File: config.mk
export PLATFORM = sky130hd
export DESIGN_NAME = modmul_index
export DESIGN_NICKNAME = d
export VERILOG_FILES = /design/src/rtl/modmul_pkg.sv /design/src/rtl/modmul_fwd_rom.sv /design/src/rtl/modmul_idx_add.sv /design/src/rtl/modmul_inv_rom.sv /design/src/rtl/modmul_index.sv
export SDC_FILE = /design/constraint.sdc
export NUM_CORES = 1
export LEC_CHECK = 0
export ABC_AREA = 0
export BUFFER_PORTS_ARGS = -buffer_cell sky130_fd_sc_hd__buf_4
export CORE_AREA = 2 2 76 78
export CTS_CLUSTER_SIZE = 24
export DETAILED_ROUTE_END_ITERATION = 6
export DIE_AREA = 0 0 78 80
export GPL_ROUTABILITY_DRIVEN = 0
export PLACE_DENSITY = 0.69
export SETUP_SLACK_MARGIN = 0.4
export SLEW_MARGIN = 20
export SYNTH_ARGS = -nofsm -noshare
export SYNTH_HDL_FRONTEND = slang
export SYNTH_HIERARCHICAL = 1
export SYNTH_SLANG_ARGS = --single-unit
File: constraint.sdc
create_clock -name clk -period 4.1 [get_ports clk]
set_input_delay 0.205 -clock clk [delete_from_list [all_inputs] [get_ports clk]]
set_output_delay 0.205 -clock clk [all_outputs]
set_load 0.005 [all_outputs]
File: src/rtl/modmul_pkg.sv
// Shared types and elaboration-time helpers for the index-calculus multiplier.
// Assumes all arguments are small enough that products fit in a 32-bit int.
package modmul_pkg;

    typedef enum logic [1:0] {
        MOD_PRIME   = 2'd0,
        MOD_ODD_POW = 2'd1,
        MOD_POW2    = 2'd2
    } mod_kind_e;

    // g^e mod m by repeated multiplication (elaboration only)
    function automatic int powmod(input int g, input int e, input int m);
        int r;
        r = 1 % m;
        for (int i = 0; i < e; i++) begin
            r = (r * g) % m;
        end
        return r;
    endfunction

    // Residue represented by the index fields (alpha, beta, gamma)
    function automatic int code_value(input mod_kind_e kind, input int m,
                                      input int root, input int base,
                                      input int alpha, input int beta,
                                      input int gamma);
        int v;
        case (kind)
            MOD_PRIME:   v = powmod(root, alpha, m);
            MOD_ODD_POW: v = (powmod(root, alpha, m) * powmod(base, beta, m)) % m;
            default: begin
                v = (powmod(2, alpha, m) * powmod(5, beta, m)) % m;
                if (gamma != 0) v = (m - v) % m;
            end
        endcase
        return v;
    endfunction

    // Packed code {gamma, beta, alpha} of a residue, or -1 if none exists
    function automatic int code_search(input mod_kind_e kind, input int m,
                                       input int root, input int base,
                                       input int aw, input int bw,
                                       input int alim, input int blim,
                                       input int glim, input int target);
        int code;
        bit found;
        code  = -1;
        found = 1'b0;
        for (int c = 0; c < glim; c++) begin
            for (int b = 0; b < blim; b++) begin
                for (int a = 0; a < alim; a++) begin
                    if (!found && code_value(kind, m, root, base, a, b, c) == target) begin
                        code  = a | (b << aw) | (c << (aw + bw));
                        found = 1'b1;
                    end
                end
            end
        end
        return code;
    endfunction

endpackage

File: src/rtl/modmul_fwd_rom.sv
// Forward index table: maps a residue to its packed index code.
// Assumes val_i < MODULUS; entries at and above MODULUS hold code 0.
// Zero has no index and is reported separately on zero_o.
module modmul_fwd_rom
    import modmul_pkg::*;
#(
    parameter mod_kind_e KIND      = MOD_ODD_POW,
    parameter int        MODULUS   = 25,
    parameter int        ROOT      = 2,
    parameter int        BASE      = 5,
    parameter int        AW        = 5,
    parameter int        BW        = 1,
    parameter int        ALPHA_LIM = 20,
    parameter int        BETA_LIM  = 2,
    parameter int        GAMMA_LIM = 1,
    localparam int       VW        = $clog2(MODULUS),
    localparam int       CW        = AW + BW + 1
) (
    input  logic [VW-1:0] val_i,
    output logic [CW-1:0] code_o,
    output logic          zero_o
);

    localparam int DEPTH = 1 << VW;

    logic [CW-1:0] fwd_rom [DEPTH];

    // One constant entry per residue, computed at elaboration
    for (genvar v = 0; v < DEPTH; v++) begin : g_entry
        localparam int C_RAW = (v > 0 && v < MODULUS)
            ? code_search(KIND, MODULUS, ROOT, BASE, AW, BW,
                          ALPHA_LIM, BETA_LIM, GAMMA_LIM, v)
            : 0;
        localparam int C_VAL = (C_RAW < 0) ? 0 : C_RAW;
        assign fwd_rom[v] = CW'(C_VAL);
    end

    // Table read and zero detection
    always_comb begin
        code_o = fwd_rom[val_i];
        zero_o = (val_i == '0);
    end

endmodule

File: src/rtl/modmul_idx_add.sv
// Index adder: combines two packed index codes under the rules of the
// selected modulus kind and flags a zero product (zero operand or overflow).
// Assumes input codes come from modmul_fwd_rom with the same parameters.
module modmul_idx_add
    import modmul_pkg::*;
#(
    parameter mod_kind_e KIND      = MOD_ODD_POW,
    parameter int        EXPONENT  = 2,
    parameter int        AW        = 5,
    parameter int        BW        = 1,
    parameter int        ALPHA_LIM = 20,
    localparam int       CW        = AW + BW + 1
) (
    input  logic [CW-1:0] code_a_i,
    input  logic [CW-1:0] code_b_i,
    input  logic          zero_a_i,
    input  logic          zero_b_i,
    output logic [CW-1:0] code_o,
    output logic          zero_o
);

    logic [AW-1:0] alpha_a, alpha_b, alpha_res;
    logic [BW-1:0] beta_a, beta_b, beta_res;
    logic          gamma_a, gamma_b, gamma_res;
    logic [AW:0]   alpha_sum;
    logic [BW:0]   beta_sum;
    logic          ovf;

    // Field split of both codes and raw field sums
    always_comb begin
        alpha_a   = code_a_i[AW-1:0];
        alpha_b   = code_b_i[AW-1:0];
        beta_a    = code_a_i[AW+BW-1:AW];
        beta_b    = code_b_i[AW+BW-1:AW];
        gamma_a   = code_a_i[CW-1];
        gamma_b   = code_b_i[CW-1];
        alpha_sum = {1'b0, alpha_a} + {1'b0, alpha_b};
        beta_sum  = {1'b0, beta_a} + {1'b0, beta_b};
    end

    if (KIND == MOD_POW2) begin : g_pow2
        logic alpha_edge;
        // Linear alpha, beta wraps at 2^BW, gamma by XOR; edge drops odd part
        always_comb begin
            alpha_edge = (alpha_sum == (AW+1)'(EXPONENT - 1));
            ovf        = (alpha_sum >  (AW+1)'(EXPONENT - 1));
            alpha_res  = alpha_sum[AW-1:0];
            beta_res   = alpha_edge ? '0 : beta_sum[BW-1:0];
            gamma_res  = alpha_edge ? 1'b0 : (gamma_a ^ gamma_b);
        end
    end else begin : g_cyclic
        // Alpha modulo the group order; beta linear for prime powers only
        always_comb begin
            alpha_res = (alpha_sum >= (AW+1)'(ALPHA_LIM))
                      ? AW'(alpha_sum - (AW+1)'(ALPHA_LIM))
                      : alpha_sum[AW-1:0];
            gamma_res = 1'b0;
            if (KIND == MOD_ODD_POW) begin
                ovf      = (beta_sum > (BW+1)'(EXPONENT - 1));
                beta_res = beta_sum[BW-1:0];
            end else begin
                ovf      = 1'b0;
                beta_res = '0;
            end
        end
    end

    logic unused_fields;
    assign unused_fields = ^{gamma_a, gamma_b, beta_sum[BW]};

    // Output code and zero decision
    always_comb begin
        code_o = {gamma_res, beta_res, alpha_res};
        zero_o = zero_a_i | zero_b_i | ovf;
    end

endmodule

File: src/rtl/modmul_inv_rom.sv
// Inverse index table: maps a packed index code back to a residue.
// A set zero_i overrides the table and yields residue 0.
module modmul_inv_rom
    import modmul_pkg::*;
#(
    parameter mod_kind_e KIND    = MOD_ODD_POW,
    parameter int        MODULUS = 25,
    parameter int        ROOT    = 2,
    parameter int        BASE    = 5,
    parameter int        AW      = 5,
    parameter int        BW      = 1,
    localparam int       VW      = $clog2(MODULUS),
    localparam int       CW      = AW + BW + 1
) (
    input  logic [CW-1:0] code_i,
    input  logic          zero_i,
    output logic [VW-1:0] val_o
);

    localparam int DEPTH = 1 << CW;

    logic [VW-1:0] inv_rom [DEPTH];

    // One constant residue per code, computed at elaboration
    for (genvar k = 0; k < DEPTH; k++) begin : g_entry
        localparam int F_ALPHA = k & ((1 << AW) - 1);
        localparam int F_BETA  = (k >> AW) & ((1 << BW) - 1);
        localparam int F_GAMMA = k >> (AW + BW);
        localparam int R_VAL   = code_value(KIND, MODULUS, ROOT, BASE,
                                            F_ALPHA, F_BETA, F_GAMMA);
        assign inv_rom[k] = VW'(R_VAL);
    end

    // Table read with zero override
    always_comb begin
        val_o = zero_i ? '0 : inv_rom[code_i];
    end

endmodule

File: src/rtl/modmul_index.sv
// Index-calculus modular multiplier, top level.
// Stage 1 registers the forward codes of both operands; stage 2 registers
// the product after index addition and inverse lookup. Latency two cycles.
// Assumes operands below MODULUS, and MODULUS = BASE**EXPONENT
// (BASE = 2 and EXPONENT >= 3 for MOD_POW2, EXPONENT = 1 for MOD_PRIME).
module modmul_index
    import modmul_pkg::*;
#(
    parameter mod_kind_e KIND     = MOD_ODD_POW,
    parameter int        MODULUS  = 25,
    parameter int        ROOT     = 2,
    parameter int        BASE     = 5,
    parameter int        EXPONENT = 2,
    localparam int       VW       = $clog2(MODULUS)
) (
    input  logic          clk,
    input  logic          rst_n,
    input  logic          in_vld_i,
    input  logic [VW-1:0] opa_i,
    input  logic [VW-1:0] opb_i,
    output logic          out_vld_o,
    output logic [VW-1:0] prod_o
);

    localparam int PHI = (KIND == MOD_PRIME)   ? MODULUS - 1 :
                         (KIND == MOD_ODD_POW) ? (MODULUS / BASE) * (BASE - 1) :
                                                 (1 << (EXPONENT - 2));
    localparam int ALPHA_LIM = (KIND == MOD_POW2) ? EXPONENT : PHI;
    localparam int BETA_LIM  = (KIND == MOD_PRIME)   ? 1 :
                               (KIND == MOD_ODD_POW) ? EXPONENT : PHI;
    localparam int GAMMA_LIM = (KIND == MOD_POW2) ? 2 : 1;
    localparam int AW = (ALPHA_LIM > 1) ? $clog2(ALPHA_LIM) : 1;
    localparam int BW = (BETA_LIM > 1)  ? $clog2(BETA_LIM)  : 1;
    localparam int CW = AW + BW + 1;

    logic [CW-1:0] code_a, code_b, code_a_q, code_b_q, code_sum;
    logic          zero_a, zero_b, zero_a_q, zero_b_q, zero_sum;
    logic          vld_q;
    logic [VW-1:0] prod_d;

    modmul_fwd_rom #(
        .KIND(KIND), .MODULUS(MODULUS), .ROOT(ROOT), .BASE(BASE),
        .AW(AW), .BW(BW), .ALPHA_LIM(ALPHA_LIM), .BETA_LIM(BETA_LIM),
        .GAMMA_LIM(GAMMA_LIM)
    ) u_fwd_a (.val_i(opa_i), .code_o(code_a), .zero_o(zero_a));

    modmul_fwd_rom #(
        .KIND(KIND), .MODULUS(MODULUS), .ROOT(ROOT), .BASE(BASE),
        .AW(AW), .BW(BW), .ALPHA_LIM(ALPHA_LIM), .BETA_LIM(BETA_LIM),
        .GAMMA_LIM(GAMMA_LIM)
    ) u_fwd_b (.val_i(opb_i), .code_o(code_b), .zero_o(zero_b));

    // Stage 1: capture operand codes and zero flags
    always_ff @(posedge clk) begin
        if (!rst_n) begin
            vld_q    <= 1'b0;
            code_a_q <= '0;
            code_b_q <= '0;
            zero_a_q <= 1'b1;
            zero_b_q <= 1'b1;
        end else begin
            vld_q <= in_vld_i;
            if (in_vld_i) begin
                code_a_q <= code_a;
                code_b_q <= code_b;
                zero_a_q <= zero_a;
                zero_b_q <= zero_b;
            end
        end
    end

    modmul_idx_add #(
        .KIND(KIND), .EXPONENT(EXPONENT), .AW(AW), .BW(BW),
        .ALPHA_LIM(ALPHA_LIM)
    ) u_add (
        .code_a_i(code_a_q), .code_b_i(code_b_q),
        .zero_a_i(zero_a_q), .zero_b_i(zero_b_q),
        .code_o(code_sum), .zero_o(zero_sum)
    );

    modmul_inv_rom #(
        .KIND(KIND), .MODULUS(MODULUS), .ROOT(ROOT), .BASE(BASE),
        .AW(AW), .BW(BW)
    ) u_inv (.code_i(code_sum), .zero_i(zero_sum), .val_o(prod_d));

    // Stage 2: register the rebuilt product and its valid
    always_ff @(posedge clk) begin
        if (!rst_n) begin
            out_vld_o <= 1'b0;
            prod_o    <= '0;
        end else begin
            out_vld_o <= vld_q;
            if (vld_q) begin
                prod_o <= prod_d;
            end
        end
    end


    lat_vld_chk: assert property (@(posedge clk) disable iff (!rst_n)
        in_vld_i |=> ##1 out_vld_o);


    lat_idle_chk: assert property (@(posedge clk) disable iff (!rst_n)
        !in_vld_i |=> ##1 !out_vld_o);


    zero_op_chk: assert property (@(posedge clk) disable iff (!rst_n)
        (in_vld_i && (opa_i == '0 || opb_i == '0)) |=> ##1 (prod_o == '0));


    in_range_chk: assert property (@(posedge clk) disable iff (!rst_n)
        in_vld_i |-> (int'(opa_i) < MODULUS && int'(opb_i) < MODULUS));


    out_range_chk: assert property (@(posedge clk) disable iff (!rst_n)
        out_vld_o |-> (int'(prod_o) < MODULUS));

    if (KIND == MOD_PRIME) begin : g_chk_prime

        no_zero_div_chk: assert property (@(posedge clk) disable iff (!rst_n)
            (in_vld_i && opa_i != '0 && opb_i != '0) |=> ##1 (prod_o != '0));
    end else if (KIND == MOD_ODD_POW) begin : g_chk_odd

        unit_closed_chk: assert property (@(posedge clk) disable iff (!rst_n)
            (in_vld_i && (int'(opa_i) % BASE != 0) && (int'(opb_i) % BASE != 0))
            |=> ##1 (int'(prod_o) % BASE != 0));
    end else begin : g_chk_pow2

        parity_chk: assert property (@(posedge clk) disable iff (!rst_n)
            in_vld_i |=> ##1 (prod_o[0] == ($past(opa_i[0], 2) & $past(opb_i[0], 2))));
    end

endmodule

; ---- Yosys cells after proc, flatten, opt, wreduce, memory -nomap -nowiden
; Memory sizes are Yosys's and may differ from the RTL's. A register that Yosys moved wholly into a read port is not among the register bits.
; Index checks and enable logic that the tools add are counted.
[totals]
ff_bits = 9
rom_bits = 1088
input_bits = 13
out_inout_bits = 6
word_cells = 27
mem_count = 3
[mem_list]
columns = memory, depth, word_bits, read_ports, rd_clocked_by_memory_dff, write_ports, line
row1 = (no name shown), 128, 5, 1, 0, 0, modmul_inv_rom.sv:36  ; val_o = zero_i ? '0 : inv_rom[code_i];
row2 = (no name shown), 32, 7, 1, 1, 0, modmul_fwd_rom.sv:40  ; code_o = fwd_rom[val_i];
row3 = (no name shown), 32, 7, 1, 1, 0, modmul_fwd_rom.sv:40
[classes]
addsub = 3
n_lt_le_gt_ge = 3
mux = 4
bitwise = 5
reduce_logical = 4
[ops]
columns = op, count
row1 = $mux 5, 4
row2 = $not 5->6, 2
row3 = $logic_not 5->1, 2
row4 = $ge 8x8->1 const B, 1
row5 = $not 6->8, 1
row6 = $add 5x5->6, 1
row7 = $ge 6x5->1 const B, 1
row8 = $sub 5x5->5 const B, 1
row9 = $add 1x1->2, 1
row10 = $gt 2x1->1 const B, 1
row11 = $logic_not 1->1, 2
row12 = $or 1x1->1, 2

; ---- Longest topological paths before layout
; Gate-level depths: netlist of run 1.
[logic_depth]
word_depth = 8
mapped_depth = 17
depth_no_buf = 15

; ---- Cells and area by module
; The synthesis of run 1 kept the hierarchy.
[by_module_without_submodules]
columns = mod, instances, cells_per_inst, area_per_inst_um2, seq_area_each_um2
row1 = modmul_index, 1, 72, 854.6, 460.4
row2 = modmul_inv_rom, 1, 68, 473.0, 0.0
row3 = modmul_fwd_rom at u_fwd_a, 1, 52, 441.7, 0.0
row4 = modmul_fwd_rom at u_fwd_b, 1, 52, 434.2, 0.0
row5 = modmul_idx_add, 1, 34, 287.8, 0.0

; ---- Worst setup path after synthesis of run 1
; OpenSTA, ideal clock, no wires.
[synth_path]
path_type = register -> register
startpoint = register code_a_q[0]
endpoint = register prod_o[2]
setup_time_ns = 0.065
t_arrival_ns = 3.472
required_ns = 4.035
path_slack_ns = 0.563
path_stages_with_launch = 15
n_path_buf = 0
synth_period_minus_slack_ns = 3.537
cell_sequence = dfxtp_1 -> ha_1 -> fa_1 -> xor2_1 -> ha_1 -> or3b_2 -> a32oi_1 -> a211oi_2 -> xnor2_1 -> inv_2 -> mux4_2 -> nor2b_1 -> a2111oi_2 -> mux2i_1 -> nor2b_1
[synth_via]
elab_chain_cells = 8
elab_cells_between_ends = 9
classes_between = add/sub (2) / order compare (1) / mux (4) / bitwise (1) / memory (1)
[synth_lines]
columns = element, line
row1 = from (decl), modmul_index.sv:36  ; logic [CW-1:0] code_a, code_b, code_a_q, code_b_q, code_sum;
row2 = $add 5x5->6 *, modmul_idx_add.sv:37  ; alpha_sum = {1'b0, alpha_a} + {1'b0, alpha_b};
row3 = $sub 5x5->5 / $ge 6x5->1 (equally long branches), "modmul_idx_add.sv:55, modmul_idx_add.sv:54"
row4 = $mux 5 *, modmul_idx_add.sv:55  ; ? AW'(alpha_sum - (AW+1)'(ALPHA_LIM))
row5 = net code_sum[2], modmul_index.sv:36
row6 = $not 6->8 (implied by the code) *, modmul_inv_rom.sv:36
row7 = $mem_v2 128x5 *, n/a
row8 = $mux 5 (implied by the code) * (2 in a row), modmul_inv_rom.sv:36
row9 = $mux 5 *, modmul_inv_rom.sv:36
row10 = net prod_d[2], modmul_index.sv:39  ; logic [VW-1:0] prod_d;
row11 = to (signal assigned), modmul_index.sv:94  ; prod_o <= prod_d;
row12 = to (decl), modmul_index.sv:22  ; output logic [VW-1:0] prod_o
; Mark *: on every way through the listed nets, which the timed path passes. The rest lies on a longest branch. The select of a mux whose other input is x is not followed.
; A chain may end at the register's enable or synchronous reset.

; ---- Worst setup path in the final report of run 1
[layout_path]
startpoint = register code_b_q[0]
endpoint = register prod_o[2]
[layout_via]
elab_chain_cells = 8
elab_cells_between_ends = 9
classes_between = add/sub (2) / order compare (1) / mux (4) / bitwise (1) / memory (1)
[layout_lines]
columns = element, line
row1 = from (decl), modmul_index.sv:36
row2 = $add 5x5->6 *, modmul_idx_add.sv:37
row3 = $sub 5x5->5 / $ge 6x5->1 (equally long branches), "modmul_idx_add.sv:55, modmul_idx_add.sv:54"
row4 = $mux 5 *, modmul_idx_add.sv:55
row5 = net code_sum[3], modmul_index.sv:36
row6 = $not 6->8 (implied by the code) *, modmul_inv_rom.sv:36
row7 = $mem_v2 128x5 *, n/a
row8 = $mux 5 (implied by the code) * (2 in a row), modmul_inv_rom.sv:36
row9 = $mux 5 *, modmul_inv_rom.sv:36
row10 = net prod_d[2], modmul_index.sv:39
; Marked as above.

==> results of run 1 <==
==> registers in the layout (all words and copies together) (netlist names) <==
signal and cells:
code_a_q 6, code_b_q 6, prod_o 5, out_vld_o 1, vld_q 1, zero_a_q 1
zero_b_q 1
==> stage by stage <==
stage          total power, uW  cell area, um2  cells  hold WS, ns
2_1_floorplan              439            2380    266        0.333
3_3_place_gp               491            2500    342        0.449
3_5_place_dp               492            2500    342        0.456
4_1_cts                    625            2560    346        0.216
5_1_grt                    727            2760    359        0.223
6_report                   686            2760    359        0.217
==> timing repair <==
item,CTS,global route
pin swaps,0,11
gates resized for setup,1,23
setup endpoints to repair,2,5
setup buffers,0,11
gates cloned,0,2
hold buffers,0,0
==> worst min-delay path by stage <==
stage	cells after the start	end	startpoint	slack [ns]
after floorplan	1	code_a_q[4]	rst_n	0.33
after global placement	2	zero_b_q	zero_b_q	0.45
after detailed placement	2	zero_b_q	zero_b_q	0.46
after CTS	2	zero_b_q	rst_n	0.22
after global routing	2	zero_b_q	rst_n	0.22
final	2	zero_b_q	rst_n	0.22
==> per-layer routing <==
layer | share of wire (%) | up-vias | wire length (um)
li1 | - | 1015 | -
met1 | 47 | 947 | 2490
met2 | 49 | 50 | 2610
met3 | 2.9 | 8 | 156
met4 | 1.1 | 0 | 60
met5 | 0 | - | 0
==> power by group through the flow <==
| stage | sequential, uW | combinational (uW) | clock, uW |
|---|---|---|---|
| after CTS | 221 | 270 | 135 |
| after global routing | 223 | 361 | 142 |
| after global placement | 225 | 266 | 0 |
| after floorplan | 223 | 216 | 0 |
| after detailed placement | 225 | 266 | 0 |
| final | 222 | 334 | 130 |
==> final cells by class <==
| class | count | area (um2) | share of cell area [%] |
|---|---|---|---|
| multi-input cells | 214 | 1890 | 68.4 |
| inverters | 14 | 52.6 | 1.91 |
| repair buffers | 34 | 260 | 9.44 |
| well taps | 72 | 90.1 | 3.27 |
| flip-flops and latches | 21 | 423 | 15.3 |
| clock buffers | 4 | 45.0 | 1.63 |
==> worst max-delay path, delay by kind of cell, from the launching register on <==
kind	cells	cell delay, ns
AOI/OAI and AO/OA	5	1.09
adders and majority gates	3	0.78
and+or+nand+nor	2	0.43
muxes	2	0.38
DFF	1	0.34
xor gates and xnor gates	1	0.24
buffers and inverters	2	0.21
==> impl_metrics.json, run 1 <==
{
  "skew_ns": 0.000964,
  "crit_path_end_kind": "register",
  "p_switching_uw": 245,
  "startpoint": "code_b_q[0]",
  "die_y_um": 80,
  "ir_drop_uv": 103,
  "cp_slowest_cell": "fa_2",
  "seqPwrFrac_pct": 32.4,
  "htreeDepth": 1,
  "synthCells": 266,
  "power_density_mw_per_mm2": 249,
  "utilization_pct": 51.0,
  "synth.avg_cell_area_um2": 8.97,
  "hold_viol_final": 0,
  "syn_nets": 311,
  "drc": 0,
  "power.share.clock_pct": 19.0,
  "worstSkewPairLatency_ns": 0.25,
  "grt_pass1_wl_um": 8050,
  "pin_count": 19,
  "finalNetCount": 333,
  "met1_usage_pct": 21.6,
  "final_common_cell": "mux2i_1",
  "start_util_pct": 44.1,
  "core_mm2": 0.00541,
  "mostFrequentLayoutCells": "mux2i_1, buf_4, ha_1",
  "max_stage_delay_ns": 0.42,
  "r2r_slack_ns": 0.53,
  "die_x_um": 78,
  "grt_max_degree": 22,
  "crit_arrival_ns": 3.72,
  "timing.rr.end": "prod_o[2]",
  "status": "finished, final reports clean",
  "dieArea_mm2": 0.00624,
  "antennaDiodeCount": 0,
  "switching_share_pct": 35.7,
  "holdCritPathClass": "input pin to register",
  "reg2reg_from": "code_b_q[0]",
  "clk_pin_slew_ns": 0.07,
  "area_growth_pct": 15.6,
  "grt_antenna_before_repair": 0,
  "via_count": 2020,
  "startpoint_type": "register",
  "cts_tree": "yes",
  "final-setup-viol-count": 0,
  "numCtsBuffers": 3,
  "syn_area_mm2": 0.00238,
  "finalCritPeriodShare_pct": 87.1,
  "grt_pass1_vias": 1736,
  "rsz0062_at_grt": "no",
  "intPower_uw": 442,
  "fmax_mhz": 280,
  "p_leak_uw": 0.00125,
  "drt_iter0_markers": 95,
  "vias_per_cell": 5.63,
  "worst_pin_slew_ns": 0.448,
  "worstPathMaxFanout": 6,
  "dr.pass1.iters": 5,
  "met3_usage_pct": 1.13,
  "rows": 27,
  "cp_cell_sequence": "ha_4 > fa_2 > xor2_2 > ha_2 > or3b_4 > a32oi_2 > a211oi_4 > mux2i_2 > buf_6 > inv_2 > a311o_1 > a311oi_2 > a2111oi_2 > mux2i_1 > nor2b_1",
  "fin_setup_tns_ns": 0,
  "overflow": 0,
  "setup_slack_ns": 0.531,
  "routed_wl_um": 5320,
  "use_met2_pct": 25.2,
  "clock-sinks": 21,
  "p_comb_share_pct": 48.6,
  "final_antenna_net_count": 0,
  "yosys_warnings": 6,
  "wl_per_cell_um": 14.8,
  "endpoint": "prod_o[2]",
  "root_buffer": "clkbuf_8",
  "nFillCells": 493,
  "numPortBuffers": 18,
  "maxCapViolCount": 0,
  "drive_gt1_share_pct": 25.1,
  "slew_headroom_pct": 69.4,
  "pre_cts_ws_ns": 0.401,
  "rr_worst_depth": 15,
  "clock_path_buffers": 2,
  "hpwlAfterDp_um": 3560,
  "grt_usage_pct": 15.4,
  "grt.busiest_layer": "met2",
  "crit_type": "register to register",
  "fin_crit_ns": 3.57,
  "crit_required_ns": 4.25,
  "drv_slew": 0
}
Note: power is estimated with default switching activity, not from simulation.
==> run 2, diff against run 1 <==
- CORE_AREA: 2 2 76 78 -> 2 2 89 70
- DIE_AREA: 0 0 78 80 -> 0 0 91 72
- PLACE_DENSITY: 0.69 -> 0.67
==> run 2 against run 1 <==
Compared with the run above:
- clock skew up 0.0047 ns
- non-clock buffer count down 8
- combinational power down 11%
- critical path depth down 1
- sequential cell count unchanged
- setup slack better by 0.026 ns
- cell count down 0.56%
- die area up 5.0%
- worst hold slack worse by 0.0043 ns
- wire length down 6.4%
- final area down 3.5%
- clock power up 8%
- highest routed layer unchanged
==> impl_metrics.json, run 2 (same netlist as run 1, synthesis figures left out) <==
{
  "maxCapViolCount": 0,
  "final_common_cell": "mux2i_1",
  "r2r_slack_ns": 0.56,
  "crit_required_ns": 4.31,
  "ir_drop_uv": 139,
  "die_x_um": 91,
  "worstPathMaxFanout": 3,
  "crit_type": "register to register",
  "core_mm2": 0.00565,
  "finalCritPeriodShare_pct": 86.4,
  "die_y_um": 72,
  "grt_pass1_vias": 1708,
  "fmax_mhz": 282,
  "clk_pin_slew_ns": 0.08,
  "holdCritPathClass": "input pin to register",
  "clock-sinks": 21,
  "pin_count": 19,
  "hpwlAfterDp_um": 3580,
  "area_growth_pct": 11.5,
  "dieArea_mm2": 0.00655,
  "worstSkewPairLatency_ns": 0.27,
  "drive_gt1_share_pct": 20.8,
  "slew_headroom_pct": 65.9,
  "overflow": 0,
  "skew_ns": 0.00567,
  "fin_setup_tns_ns": 0,
  "power_density_mw_per_mm2": 248,
  "crit_arrival_ns": 3.75,
  "startpoint_type": "register",
  "antennaDiodeCount": 0,
  "grt_pass1_wl_um": 8230,
  "mostFrequentLayoutCells": "mux2i_1, ha_1, nor2b_1",
  "clock_path_buffers": 2,
  "numPortBuffers": 18,
  "finalNetCount": 325,
  "rows": 24,
  "drc": 0,
  "fin_crit_ns": 3.54,
  "htreeDepth": 1,
  "dr.pass1.iters": 4,
  "vias_per_cell": 5.48,
  "start_util_pct": 42.2,
  "grt_usage_pct": 15.0,
  "final-setup-viol-count": 0,
  "grt_antenna_before_repair": 0,
  "via_count": 1957,
  "cts_tree": "yes",
  "routed_wl_um": 4980,
  "root_buffer": "clkbuf_8",
  "utilization_pct": 47.1,
  "crit_path_end_kind": "register",
  "hold_viol_final": 0,
  "numCtsBuffers": 3,
  "p_leak_uw": 0.00120,
  "drv_slew": 0,
  "worst_pin_slew_ns": 0.506,
  "final_antenna_net_count": 0,
  "drt_iter0_markers": 120,
  "status": "finished, final reports clean",
  "largestRegisters": "code_a_q (6), code_b_q (6), prod_o (5)",
  "rsz0062_at_grt": "no",
  "wl_per_cell_um": 13.9,
  "grt_max_degree": 22,
  "postCtsHoldBufs": 0
}
run 2: where the power goes:
group	switching, uW	internal (uW)
clock	71.4	68.7
combinational	162	137
sequential	7.96	214
total	241	419
run 2: worst paths after layout:
kind,to,cells past startpoint,from
min reg2reg,zero_b_q,2,zero_b_q
max reg2reg,prod_o[2],14,code_a_q[0]
min,zero_b_q,2,rst_n
max,prod_o[2],14,code_a_q[0]
run 2: metrics by stage:
| step | setup WS [ns] | total power [uW] | hold slack [ns] | area [um2] | cells |
|---|---|---|---|---|---|
| finish | 0.557 | 660 | 0.213 | 2660 | 357 |
| detailed placement | 0.387 | 497 | 0.459 | 2520 | 349 |
| global placement | 0.411 | 496 | 0.448 | 2520 | 349 |
| CTS | 0.417 | 648 | 0.203 | 2590 | 353 |
| floorplan | 0.563 | 439 | 0.333 | 2380 | 266 |
| global route | 0.388 | 710 | 0.204 | 2660 | 357 |
run 2: layer usage:
metal | vias to the layer above | track usage, % | routed length, um
li1 | 993 | - | -
met1 | 908 | 22.5 | 2530
met4 | 0 | 3.87 | 43
met2 | 52 | 22.2 | 2140
met3 | 4 | 2.60 | 264
met5 | - | 0 | 0
run 2: final cells by class:
type	count	area [um2]
Fill cell	573	2990
Multi-Input combinational cell	214	1840
Clock buffer	3	41.3
Sequential cell	21	422
Clock inverter	1	7.51
Tap cell	78	97.6
Inverter	14	52.6
Timing Repair Buffer	26	195
run 2: critical path, cell delays in order (launching register included):
cell       delay [ns]
dfxtp_1          0.32
ha_1             0.22
fa_2             0.38
xor2_2           0.18
ha_1             0.16
or3b_2           0.45
a32oi_2          0.22
a211oi_4         0.12
xnor2_2          0.17
inv_2            0.09
mux4_2           0.48
nor2b_1          0.15
a2111oi_2        0.32
mux2i_1          0.11
nor2b_1          0.11
run 2: timing repair:
item	CTS	global route
resized for setup	4	7
pin swaps	0	4
endpoints found under the hold margin	0	0
setup buffers	0	4
endpoints found under the setup margin	2	5
==> run 3, diff against run 2 <==
- CORE_AREA: 2 2 89 70 -> 2 2 85 67
- DIE_AREA: 0 0 91 72 -> 0 0 87 69
- PLACE_DENSITY: 0.67 -> 0.71
==> run 3 against run 2 <==
Compared with the run above:
- sequential cell count did not move
- wire length fell by 3.6%
- critical path type unchanged
- global-route usage rose by 0.20 points
==> impl_metrics.json, run 3 (same netlist as run 1, synthesis figures left out) <==
{
  "status": "finished, final reports clean",
  "root_buffer": "clkbuf_8",
  "pin_count": 19,
  "endpoint": "prod_o[2]",
  "dp.cells": 332,
  "postCtsHoldBufs": 0,
  "skew_ns": 0.00513,
  "final_cells": 342,
  "power_density_mw_per_mm2": 250,
  "worstPathMaxFanout": 7,
  "routed_wl_um": 4800,
  "clock-sinks": 21,
  "ir_drop_uv": 105,
  "numPortBuffers": 18,
  "p_leak_uw": 0.00121,
  "holdCritPathClass": "input pin to register",
  "hold_viol_final": 0,
  "antennaDiodeCount": 0,
  "finalCritPeriodShare_pct": 86.8,
  "rr_worst_depth": 16,
  "cp_top_family": "compound AO/OA/AOI/OAI gates",
  "startpoint_type": "register",
  "numCtsBuffers": 3,
  "grt_usage_pct": 15.2,
  "met1_usage_pct": 24.3,
  "worstSkewPairLatency_ns": 0.26,
  "power.share.clock_pct": 20.3,
  "cp_cell_sequence": "ha_1 > fa_1 > xor2_2 > ha_1 > or3b_2 > a32oi_2 > a211oi_2 > xnor2_1 > buf_4 > buf_4 > buf_4 > a21oi_1 > a311oi_2 > a2111oi_2 > mux2i_1 > nor2b_1",
  "drv_slew": 0,
  "critPathBufInv": 3,
  "switching_share_pct": 35.6,
  "met3_usage_pct": 1.68,
  "drc": 0,
  "rows": 23,
  "wl_per_cell_um": 14.0,
  "dr.pass1.iters": 5,
  "die_y_um": 69,
  "use_met2_pct": 21.0,
  "overflow": 0,
  "nFillCells": 460,
  "p_comb_share_pct": 46.1,
  "max_stage_delay_ns": 0.45,
  "hpwlAfterDp_um": 3540,
  "slew_headroom_pct": 70.2,
  "grt.busiest_layer": "met1",
  "utilization_pct": 51.2,
  "intPower_uw": 424,
  "start_util_pct": 46.3,
  "clock_path_buffers": 2,
  "via_count": 1926,
  "critPathMostFrequentCell": "buf_4",
  "cp.depth": 16,
  "r2r_slack_ns": 0.54,
  "holdWs_ns": 0.212,
  "p_switching_uw": 234,
  "crit_required_ns": 4.30,
  "crit_type": "register to register",
  "core_mm2": 0.00515,
  "final-setup-viol-count": 0,
  "htreeDepth": 1,
  "crit_arrival_ns": 3.76,
  "crit_path_end_kind": "register",
  "cp_slowest_cell": "or3b_2",
  "clk_pin_slew_ns": 0.07,
  "finalNetCount": 326,
  "die_x_um": 87,
  "grt_pass1_vias": 1665,
  "fmax_mhz": 281,
  "startpoint": "code_a_q[0]",
  "largestRegisters": "code_a_q (6), code_b_q (6), prod_o (5)",
  "final_common_cell": "mux2i_1",
  "cts_tree": "yes",
  "final_antenna_net_count": 0,
  "fin_setup_tns_ns": 0,
  "reg2reg_from": "code_a_q[0]",
  "grt_pass1_wl_um": 7650,
  "dieArea_mm2": 0.00600,
  "maxCapViolCount": 0,
  "area_growth_pct": 10.5,
  "seqPwrFrac_pct": 33.6,
  "fin_crit_ns": 3.56,
  "grt_max_degree": 22,
  "grt_antenna_before_repair": 0,
  "timing.rr.end": "prod_o[2]",
  "mostFrequentLayoutCells": "mux2i_1, ha_1, nor2b_1, buf_4, dfxtp_1",
  "vias_per_cell": 5.63,
  "drt_iter0_markers": 133,
  "drive_gt1_share_pct": 20.4,
  "rsz0062_at_grt": "no",
  "worst_pin_slew_ns": 0.442
}
==> run 3: cell count changes in the layout (fill, tap and decap cells not counted), sizes merged <==
cell / before / now
clkinvlp: 1 / 0
clkbuf: 3 / 4
buf: 26 / 27
==> run 3: worst min-delay path by stage <==
stage | from | to | slack [ns] | depth (start not counted)
after detailed placement | zero_b_q | zero_b_q | 0.47 | 2
after global routing | rst_n | zero_b_q | 0.22 | 2
after CTS | rst_n | zero_a_q | 0.21 | 2
after global placement | zero_b_q | zero_b_q | 0.45 | 2
final | rst_n | zero_a_q | 0.21 | 2
after floorplan | rst_n | code_a_q[4] | 0.33 | 1
==> run 3: area by class of cell <==
cell class	instances	area (um2)	area share (%)
inverter	14	52.6	1.99
tap	62	77.6	2.94
sequential	21	422	16.0
timing repair buffer	27	203	7.69
multi-input combinational	214	1840	69.7
clock buffer	4	45.0	1.71
==> run 3: through the flow <==
step | setup WS (ns) | power (uW) | cell area [um2]
global placement | 0.480 | 492 | 2490
detailed placement | 0.367 | 493 | 2490
CTS | 0.410 | 631 | 2550
finish | 0.543 | 658 | 2640
global route | 0.353 | 703 | 2640
floorplan | 0.563 | 439 | 2380
==> run 3: power by group through the flow <==
stage / registers, uW / logic, uW / clock network (uW)
after floorplan: 223 / 216 / 0
after global placement: 225 / 267 / 0
after detailed placement: 225 / 268 / 0
after CTS: 221 / 272 / 138
after global routing: 223 / 332 / 148
final: 221 / 303 / 134
==> run 3: routing by layer <==
metal  up-vias  share of wire, %
met5         -                 0
met4         0              0.81
met3         5               2.9
met2        45                43
met1       881                53
li1        995                 -
==> run 3: repair_timing <==
item / CTS / global route
resized for setup: 2 / 8
hold endpoints to repair: 0 / 0
setup buffers: 0 / 6
setup endpoints to repair: 1 / 5
pin swaps: 0 / 4
